`src/rtl/irq_pkg.sv`:
```
package irq_pkg;
  localparam int NSRC  = 5;
  localparam int IDX_W = $clog2(NSRC);

  typedef enum logic [IDX_W-1:0] {
    SRC_EXT0 = 3'd0,
    SRC_TMR0 = 3'd1,
    SRC_EXT1 = 3'd2,
    SRC_TMR1 = 3'd3,
    SRC_SER  = 3'd4
  } src_e;

  localparam logic [1:0] ADDR_PEND = 2'd0;
  localparam logic [1:0] ADDR_MODE = 2'd1;
  localparam logic [1:0] ADDR_EN   = 2'd2;
  localparam logic [1:0] ADDR_PRIO = 2'd3;

  localparam int EN_GLOBAL = 7;

  typedef struct packed {
    logic hi;
    logic lo;
  } isr_t;
endpackage

```
`src/rtl/irq_ext_src.sv`:
```
module irq_ext_src #(
  parameter int SYNC_STAGES = 2
) (
  input  logic clk_i,
  input  logic rst_ni,
  input  logic pin_ni,
  input  logic edge_mode_i,
  input  logic clr_i,
  input  logic sw_we_i,
  input  logic sw_val_i,
  output logic flag_o
);
  logic [SYNC_STAGES-1:0] sync_q;
  logic pin_s, prev_q, flag_q, fall;

  assign pin_s = sync_q[SYNC_STAGES-1];
  assign fall  = prev_q & ~pin_s;

  always_ff @(posedge clk_i or negedge rst_ni) begin
    if (!rst_ni) begin
      sync_q <= '1;
      prev_q <= 1'b1;
    end else begin
      sync_q <= {sync_q[SYNC_STAGES-2:0], pin_ni};
      prev_q <= pin_s;
    end
  end

  always_ff @(posedge clk_i or negedge rst_ni) begin
    if (!rst_ni)          flag_q <= 1'b0;
    else if (sw_we_i)     flag_q <= sw_val_i;
    else if (!edge_mode_i) flag_q <= ~pin_s;
    else if (fall)        flag_q <= 1'b1;
    else if (clr_i)       flag_q <= 1'b0;
  end

  assign flag_o = flag_q;


  edge_set_chk: assert property (@(posedge clk_i) disable iff (!rst_ni)
    (edge_mode_i && fall && !sw_we_i) |=> flag_q);

  edge_clr_chk: assert property (@(posedge clk_i) disable iff (!rst_ni)
    (edge_mode_i && clr_i && !fall && !sw_we_i) |=> !flag_q);

  level_follow_chk: assert property (@(posedge clk_i) disable iff (!rst_ni)
    (!edge_mode_i && !sw_we_i) |=> (flag_q == !$past(pin_s)));
endmodule

```
`src/rtl/irq_arbiter.sv`:
```
module irq_arbiter
  import irq_pkg::*;
(
  input  logic [NSRC-1:0]  req_i,
  input  logic [NSRC-1:0]  prio_i,
  input  isr_t             isr_i,
  output logic             valid_o,
  output logic             lvl_hi_o,
  output logic [IDX_W-1:0] idx_o,
  output logic [NSRC-1:0]  grant_o
);
  logic [NSRC-1:0] hi_req, lo_req, pick;
  logic hi_any, lo_any;

  assign hi_req = isr_i.hi ? '0 : (req_i & prio_i);
  assign lo_req = (isr_i.hi || isr_i.lo) ? '0 : (req_i & ~prio_i);
  assign hi_any = |hi_req;
  assign lo_any = |lo_req;
  assign pick   = hi_any ? hi_req : lo_req;

  // lowest index wins inside a level
  always_comb begin
    idx_o   = '0;
    grant_o = '0;
    for (int i = NSRC - 1; i >= 0; i--) begin
      if (pick[i]) begin
        idx_o   = IDX_W'(i);
        grant_o = NSRC'(1) << i;
      end
    end
  end

  assign valid_o  = hi_any | lo_any;
  assign lvl_hi_o = hi_any;
endmodule

```
`src/rtl/irq_ctrl.sv`:
```
module irq_ctrl
  import irq_pkg::*;
#(
  parameter int          SYNC_STAGES = 2,
  parameter int          VEC_W       = 16,
  parameter logic [15:0] VEC_BASE    = 16'h0003,
  parameter logic [15:0] VEC_STRIDE  = 16'h0008
) (
  input  logic             clk_i,
  input  logic             rst_ni,
  input  logic             ext0_ni,
  input  logic             ext1_ni,
  input  logic             tmr0_ovf_i,
  input  logic             tmr1_ovf_i,
  input  logic             ser_rx_i,
  input  logic             ser_tx_i,
  input  logic             reg_we_i,
  input  logic [1:0]       reg_addr_i,
  input  logic [7:0]       reg_wdata_i,
  output logic [7:0]       reg_rdata_o,
  output logic             irq_req_o,
  output logic [VEC_W-1:0] irq_vec_o,
  input  logic             irq_ack_i,
  input  logic             irq_ret_i
);
  localparam int NEXT = 2;
  localparam logic [7:0] EN_MASK = 8'h80 | 8'((1 << NSRC) - 1);

  logic [7:0]      en_q;
  logic [NSRC-1:0] prio_q;
  logic [NEXT-1:0] mode_q, ext_flag, ext_pin;
  logic [1:0]      tf_q, tmr_ovf;
  logic            rx_q, tx_q;
  isr_t            isr_q, isr_d;

  logic [NSRC-1:0]  flags, req, grant;
  logic             win_valid, win_hi, ack_fire;
  logic [IDX_W-1:0] win_idx;
  logic             pend_we;

  assign pend_we  = reg_we_i && reg_addr_i == ADDR_PEND;
  assign ack_fire = irq_ack_i && win_valid;
  assign ext_pin  = {ext1_ni, ext0_ni};
  assign tmr_ovf  = {tmr1_ovf_i, tmr0_ovf_i};

  localparam int EXT_IDX [NEXT] = '{int'(SRC_EXT0), int'(SRC_EXT1)};
  localparam int TMR_IDX [2]    = '{int'(SRC_TMR0), int'(SRC_TMR1)};

  for (genvar g = 0; g < NEXT; g++) begin : g_ext
    irq_ext_src #(.SYNC_STAGES(SYNC_STAGES)) u_src (
      .clk_i      (clk_i),
      .rst_ni     (rst_ni),
      .pin_ni     (ext_pin[g]),
      .edge_mode_i(mode_q[g]),
      .clr_i      (ack_fire && grant[EXT_IDX[g]]),
      .sw_we_i    (pend_we),
      .sw_val_i   (reg_wdata_i[EXT_IDX[g]]),
      .flag_o     (ext_flag[g])
    );
  end

  for (genvar g = 0; g < 2; g++) begin : g_tmr
    always_ff @(posedge clk_i or negedge rst_ni) begin
      if (!rst_ni)      tf_q[g] <= 1'b0;
      else if (pend_we) tf_q[g] <= reg_wdata_i[TMR_IDX[g]];
      else              tf_q[g] <= (tf_q[g] & ~(ack_fire & grant[TMR_IDX[g]])) | tmr_ovf[g];
    end
  end

  // serial flags are software-cleared only
  always_ff @(posedge clk_i or negedge rst_ni) begin
    if (!rst_ni) begin
      rx_q <= 1'b0;
      tx_q <= 1'b0;
    end else if (pend_we) begin
      rx_q <= reg_wdata_i[NSRC-1];
      tx_q <= reg_wdata_i[NSRC];
    end else begin
      rx_q <= rx_q | ser_rx_i;
      tx_q <= tx_q | ser_tx_i;
    end
  end

  always_ff @(posedge clk_i or negedge rst_ni) begin
    if (!rst_ni) begin
      en_q   <= '0;
      prio_q <= '0;
      mode_q <= '0;
    end else if (reg_we_i) begin
      case (reg_addr_i)
        ADDR_MODE: mode_q <= reg_wdata_i[NEXT-1:0];
        ADDR_EN:   en_q   <= reg_wdata_i & EN_MASK;
        ADDR_PRIO: prio_q <= reg_wdata_i[NSRC-1:0];
        default: ;
      endcase
    end
  end

  assign flags = {rx_q | tx_q, tf_q[1], ext_flag[1], tf_q[0], ext_flag[0]};
  assign req   = flags & en_q[NSRC-1:0] & {NSRC{en_q[EN_GLOBAL]}};

  irq_arbiter u_arb (
    .req_i   (req),
    .prio_i  (prio_q),
    .isr_i   (isr_q),
    .valid_o (win_valid),
    .lvl_hi_o(win_hi),
    .idx_o   (win_idx),
    .grant_o (grant)
  );

  // return releases the highest active level, then acknowledge claims
  always_comb begin
    isr_d = isr_q;
    if (irq_ret_i) begin
      if (isr_q.hi) isr_d.hi = 1'b0;
      else          isr_d.lo = 1'b0;
    end
    if (ack_fire) begin
      if (win_hi) isr_d.hi = 1'b1;
      else        isr_d.lo = 1'b1;
    end
  end

  always_ff @(posedge clk_i or negedge rst_ni) begin
    if (!rst_ni) isr_q <= '0;
    else         isr_q <= isr_d;
  end

  assign irq_req_o = win_valid;
  assign irq_vec_o = VEC_W'(VEC_BASE + VEC_STRIDE * 16'(win_idx));

  always_comb begin
    case (reg_addr_i)
      ADDR_PEND: reg_rdata_o = {2'b00, tx_q, rx_q, tf_q[1], ext_flag[1], tf_q[0], ext_flag[0]};
      ADDR_MODE: reg_rdata_o = 8'(mode_q);
      ADDR_EN:   reg_rdata_o = en_q;
      default:   reg_rdata_o = 8'(prio_q);
    endcase
  end


  ea_gate_chk: assert property (@(posedge clk_i) disable iff (!rst_ni)
    !en_q[EN_GLOBAL] |-> !irq_req_o);

  hi_busy_chk: assert property (@(posedge clk_i) disable iff (!rst_ni)
    isr_q.hi |-> !irq_req_o);

  grant_onehot_chk: assert property (@(posedge clk_i) disable iff (!rst_ni)
    $onehot0(grant) && (win_valid == (grant != '0)));

  ret_hi_chk: assert property (@(posedge clk_i) disable iff (!rst_ni)
    (irq_ret_i && !ack_fire && isr_q.hi) |=> (!isr_q.hi && isr_q.lo == $past(isr_q.lo)));

  tmr0_clr_chk: assert property (@(posedge clk_i) disable iff (!rst_ni)
    (ack_fire && grant[SRC_TMR0] && !tmr0_ovf_i && !pend_we) |=> !tf_q[0]);

  ser_keep_chk: assert property (@(posedge clk_i) disable iff (!rst_ni)
    (ack_fire && grant[SRC_SER] && !pend_we) |=> (rx_q == $past(rx_q | ser_rx_i)));

  rsv_zero_chk: assert property (@(posedge clk_i) disable iff (!rst_ni)
    (reg_addr_i == ADDR_EN) |-> (reg_rdata_o[6:5] == 2'b00));
endmodule

```
`config.mk`:
```
export PLATFORM = sky130hd
export DESIGN_NAME = irq_ctrl
export DESIGN_NICKNAME = d
export VERILOG_FILES = /design/src/rtl/irq_pkg.sv /design/src/rtl/irq_ext_src.sv /design/src/rtl/irq_arbiter.sv /design/src/rtl/irq_ctrl.sv
export SDC_FILE = /design/constraint.sdc
export NUM_CORES = 1
export LEC_CHECK = 0
export BUFFER_PORTS_ARGS = -buffer_cell sky130_fd_sc_hd__buf_2
export CAP_MARGIN = 0
export CORE_MARGIN = 4
export CORE_UTILIZATION = 45
export CTS_CLUSTER_DIAMETER = 80
export CTS_CLUSTER_SIZE = 25
export DETAILED_ROUTE_END_ITERATION = 12
export GPL_ROUTABILITY_DRIVEN = 1
export PLACE_DENSITY = 0.75
export SLEW_MARGIN = 20
export SYNTH_ARGS = -nofsm -noshare
export SYNTH_HDL_FRONTEND = slang
export SYNTH_SLANG_ARGS = --single-unit
```
`constraint.sdc`:
```
create_clock -name clk_i -period 4.6 [get_ports clk_i]
set_clock_uncertainty 0.05 [all_clocks]
set_input_delay 0.23 -clock clk_i [delete_from_list [all_inputs] [get_ports clk_i]]
set_output_delay 0.23 -clock clk_i [all_outputs]
set_load 0.01 [all_outputs]
```
Yosys cells after proc, flatten, opt, wreduce, memory -nomap -nowiden
Cells that the tools add are included.
Storage, ports and cells
  word-level logic and storage cells: 83
  output and inout bits: 25
  input bits: 21
  register bits after elaboration: 27
Operators by class
  eq/ne operators: 5
  bitwise operators: 21
  reduce and logical (&&, ||, !) cells: 11
  add/sub/neg operators: 1
  mux-type cells: 30
Operators by type and width (number)
  8-bit one-hot mux with 3 select lines: 1
  5-bit bitwise AND: 4
  4-bit 2-to-1 mux: 4
  1-bit 2-to-1 mux: 15
  3-bit 2-to-1 mux: 5
  5-bit 2-to-1 mux: 3
  5-bit OR reduction: 2
  4-bit by 1-bit != test with 1-bit output, second input constant: 2
  2-bit by 6-bit adder with 7-bit output, first input constant: 1
  1-bit bitwise AND: 6
  1-bit bitwise OR: 6
  2-bit AND reduction: 3
  5-bit inverter: 1
  2-bit == test, second input constant: 2
  1-bit logical AND: 4
  2-bit 2-to-1 mux: 2
  1-bit inverter: 4
  2-bit by 1-bit == test with 1-bit output, second input constant: 1
  2-bit logical NOT: 1
  1-bit logical OR: 1

Logic depth before layout (Yosys ltp)
  word-level depth: 16
  gate-level depth with buffers: 6
  mapped depth without buffers: 5

By module
A second synthesis with hierarchy kept.
Second synthesis, totals
  cells, all modules: 149
  area, all modules: 1599.0 µm²
By module, submodules not included
  irq_ctrl: cells each 96, sequential area each 475.5 µm², times used 1, area an instance 1051.0 µm²
  irq_ext_src: cells each 8, sequential area each 103.8 µm², times used 2, area an instance 141.4 µm²
  irq_arbiter: cells each 37, sequential area each 0.0 µm², times used 1, area an instance 265.3 µm²

Least setup slack after synthesis
Ideal clock, no wire load.
  kind: register -> output
  from: reg en_q[7]
  to: out irq_vec_o[5]
  buffers on the path: 1
  cell stages (with the launch flop): 7
  required time: 4.320 ns
  slack: 2.743 ns
  arrival: 1.577 ns
  path through: dfrtp_1 > nand2b_1 > clkbuf_1 > a2111o_1 > o22ai_1 > nand2b_1 > nor4b_1
On the way
  cells in the longest elaborated chain, start to end: 11
  elaborated cells between the ends (all ways): 13
  those cells by class: add/sub (1); mux (8); bitwise (3); reduce/logical (1)
RTL lines
  start: declaration: line irq_ctrl.sv:29  | logic [7:0] en_q;
  start signal: assignment: line irq_ctrl.sv:92  | ADDR_EN: en_q <= reg_wdata_i & EN_MASK;
  5-bit bitwise AND (*): line irq_ctrl.sv:100  | assign req = flags & en_q[NSRC-1:0] & {NSRC{en_q[EN_GLOBAL]}};
  5-bit bitwise AND: line irq_arbiter.sv:15  | assign hi_req = isr_i.hi ? '0 : (req_i & prio_i);
  5-bit 2-to-1 mux: line irq_arbiter.sv:15
  5-bit OR reduction: line irq_arbiter.sv:17  | assign hi_any = |hi_req;
  5-bit 2-to-1 mux (*): line irq_arbiter.sv:19  | assign pick = hi_any ? hi_req : lo_req;
  3-bit 2-to-1 mux (4 in a row): line irq_arbiter.sv:26  | if (pick[i]) begin
  3-bit 2-to-1 mux (*): line irq_arbiter.sv:26
  2-bit by 6-bit adder with 7-bit output (*): line irq_ctrl.sv:131  | assign irq_vec_o = VEC_W'(VEC_BASE + VEC_STRIDE * 16'(win_idx));
  end: declaration: line irq_ctrl.sv:22  | output logic [VEC_W-1:0] irq_vec_o,
Mark *: on every way between the ends. The rest lies on a longest branch, timed or not.

Worst setup path in the final report
  from: reg isr_q[1] in the netlist's numbering
  to: out irq_vec_o[5]
On the way
  cells in the longest elaborated chain, start to end: 9
  elaborated cells between the ends (all ways): 11
  those cells by class: add/sub (1); mux (8); reduce/logical (2)
RTL lines
  start: declaration: line irq_ctrl.sv:34  | isr_t isr_q, isr_d;
  start signal: assignment: line irq_ctrl.sv:127  | else isr_q <= isr_d;
  5-bit 2-to-1 mux / 1-bit logical OR (equally long branches): line irq_arbiter.sv:15, irq_arbiter.sv:16
  5-bit OR reduction / 5-bit 2-to-1 mux (equally long branches): line irq_arbiter.sv:17, irq_arbiter.sv:16
  5-bit 2-to-1 mux (*): line irq_arbiter.sv:19
  3-bit 2-to-1 mux (4 in a row): line irq_arbiter.sv:26
  3-bit 2-to-1 mux (*): line irq_arbiter.sv:26
  2-bit by 6-bit adder with 7-bit output (*): line irq_ctrl.sv:131
Marked as above.

==> metrics.cfg <==
[synth]
syn_avg_cell_area_um2 = 9.95
synth.distinct_cells = 43
ys_warn_count = 0
syn_inst = 161
seq_area_frac_synth = 0.427
syn-cell-area_mm2 = 0.00160
synth_edf_count = 0
ys_ff_latch = 27
async_reset_ff_frac = 1.00
ys.flop_type = dfrtp_1

[detailed_routing]
drc = 0
wl_met1_um = 1680
first_iter_violations = 48
antenna_left = 0
wirelength_um = 3560
wl_met2_um = 1570
highest_layer = met4
via_count = 1297
wl_per_cell_um = 15.0
viasPerCell = 5.45
route.met3.wl_um = 286
drtPass1Iterations = 4

[place]
dp.final_hpwl_um = 2690
dpl_cell_area_mm2 = 0.00173
io_buffer_count = 30
dpl.cell_count = 231
place_congestion = 0.918

[power]
sw_frac_of_total = 0.375
vdd.ir_drop.worst_mv = 0.307
share_seq_of_total_power = 0.473
p_per_area_mw_per_mm2 = 379
clockPowerShare = 0.170
leakage_nw = 0.804
p_total_mw = 0.680
switchingPower_mw = 0.255
intPower_mw = 0.425
p_comb_frac = 0.357

[critical_path]
cp-end-kind = output port
rrSetupSlack_ns = 2.67
critPathRequiredTime_ns = 4.32
rr_worst_depth = 5
worstSetupPathType = reg2out
r2r-start = en_q[2]
cp.arrival_ns = 2.18
reg2reg_to = flags[1]
start_kind = flop
critical_path.startpoint = isr_q[1]
cp_max_fo = 8

[worst_hold_path]
hp-start = irq_ret_i
hold_path_end = isr_q[1]
hold_path_class = in2reg
min_path_cells = 2

[clocking]
htreeDepth = 1
clk-insertion-delay-late_ns = 0.34
cts_tree = done
path_clk_slew_ns = 0.16
numCtsBuffers = 3
cts_setup_buffers = 0
clk_path_buf_depth = 2
root_buffer = clkbuf_4
cts.sinks = 27

[layout]
drive_gt1_frac = 0.307
layout.nets = 214
area_growth_pct = 12.0
finalNonFillerCells = 238
fin_area_mm2 = 0.00179
antenna_cells = 0

[sta]
setup_tns_ns = 0
drv_slew = 0
fin_crit_sh = 0.535
grt_setup_unrepaired = no
max_freq_mhz = 406
fin_crit_ns = 2.46
final_hold_viol_count = 0
worst_slew_pin_slew_ns = 0.594
maxSlewHeadroom = 0.604
setup_viol = 0

[global_routing]
grt_overflow = 0
grt_max_degree = 28
antenna_found_initial = 0
grt_use_total = 0.168
grt_pass1_vias = 1187
grt_pass1_wl_um = 5750

[status]
status = finished clean

[die]
core_area_mm2 = 0.00339
die_y_um = 67.7
start_util = 0.472
fp.dieW_um = 67.7
die-area_mm2 = 0.00458
num_rows = 21
pin_count = 46

[job]
maxCapViolCount = 0

area by class of cell:
cell class / count / area (um2)
clock inverter: 1 / 8.76
inverter: 4 / 15.0
clock buffer: 3 / 22.5
timing repair buffer: 33 / 180
multi-input combinational: 124 / 827
tap: 46 / 57.6
sequential: 27 / 683
fill: 325 / 1600
cell usage in the layout, fill, tap and decap left out, types with 2 or more instances in the layout:
cell type	n
a21oi_1	4
o21a_1	2
nor2b_1	2
and2_1	2
conb_1	14
mux2_2	13
nand3b_1	5
buf_2	30
nor2_1	11
a22o_1	2
a22oi_1	2
nand2b_1	2
nand2_1	10
and3_4	2
dfrtp_1	21
a41oi_1	2
inv_1	4
mux4_2	2
nand3_1	10
o21ai_0	12
nor4_1	4
o31ai_1	2
mux2i_1	4
dfstp_2	6
dlygate4sd3_1	3
clkbuf_4	3
and3_1	2
cell families (layout without fill, tap and decap cells):
logic type | count (synthesis) | after routing | share of synthesized area
mux | 19 | 19 | 0.145
compound gates | 34 | 34 | 0.141
flops | 27 | 27 | 0.427
buf+inv | 22 | 41 | 0.0851
other cells | 2 | 14 | 0.00469
simple gates | 57 | 57 | 0.198
critical path: stages (launching register included):
cell,delay [ns]
dfrtp_1,0.42
nand2b_1,0.29
a2111o_1,0.46
o22ai_1,0.28
nand2b_1,0.18
nor4b_1,0.06
buf_2,0.14
worst max-delay path by stage:
stage / end / slack (ns) / cells past startpoint
4_1_cts: irq_vec_o[5] / 2.16 / 6
2_1_floorplan: irq_vec_o[5] / 2.74 / 6
3_5_place_dp: irq_vec_o[5] / 2.58 / 6
5_1_grt: irq_vec_o[4] / 1.98 / 6
3_3_place_gp: irq_vec_o[5] / 2.56 / 6
6_report: irq_vec_o[5] / 2.14 / 6
layer usage:
metal / up-vias / GRT usage
met5: - / 0
met4: 0 / 0.0304
met3: 4 / 0.0416
met2: 53 / 0.255
met1: 607 / 0.244
li1: 633 / -
per-stage QoR:
stage	hold slack, ns	setup slack [ns]	util
floorplan	-0.116	2.74	-
global placement	0.218	2.56	0.511
detailed placement	0.228	2.58	0.511
CTS	0.0130	2.16	0.529
global route	0.00720	1.98	0.529
finish	0.0103	2.14	0.529
registers in the layout, indices dropped and copies added (netlist names):
register	cells
mode_q	2
g_ext.u_src.prev_q	2
g_ext.u_src.flag_o	2
en_q	6
g_ext.u_src.sync_q	4
prio_q	5
isr_q	2
rx_q	1
tx_q	1
flags	2
synth_stat cells, types with 2 or more instances:
cell type / n / share of area
nor4_1: 4 / 0.016
nor2b_1: 2 / 0.0078
conb_1: 2 / 0.0047
nor2_1: 11 / 0.026
mux4_2: 2 / 0.028
mux2_2: 13 / 0.091
dfstp_2: 6 / 0.098
nand3b_1: 5 / 0.023
buf_4: 14 / 0.066
and3_4: 2 / 0.014
and2_1: 2 / 0.0078
dfrtp_1: 21 / 0.33
a22oi_1: 2 / 0.0094
o21a_1: 2 / 0.0094
nand2b_1: 2 / 0.0078
inv_1: 4 / 0.0094
a41oi_1: 2 / 0.011
o21ai_0: 12 / 0.038
mux2i_1: 4 / 0.025
and3_1: 2 / 0.0078
clkbuf_1: 2 / 0.0047
nand3_1: 10 / 0.031
a22o_1: 2 / 0.011
o31ai_1: 2 / 0.0094
a21oi_1: 4 / 0.013
nand2_1: 10 / 0.023
power groups by stage:
| stage | registers, mW | logic [mW] | clock network, mW |
|---|---|---|---|
| 2_1_floorplan | 0.312 | 0.183 | 0 |
| 3_3_place_gp | 0.323 | 0.238 | 0 |
| 3_5_place_dp | 0.326 | 0.239 | 0 |
| 4_1_cts | 0.321 | 0.243 | 0.119 |
| 5_1_grt | 0.329 | 0.272 | 0.128 |
| 6_report | 0.321 | 0.242 | 0.116 |
timing repair:
item,4_1_cts,5_1_grt
hold buffers,3,0
gates resized for setup,0,0
hold endpoints to repair,23,0
(Power assumes the default switching activity.)
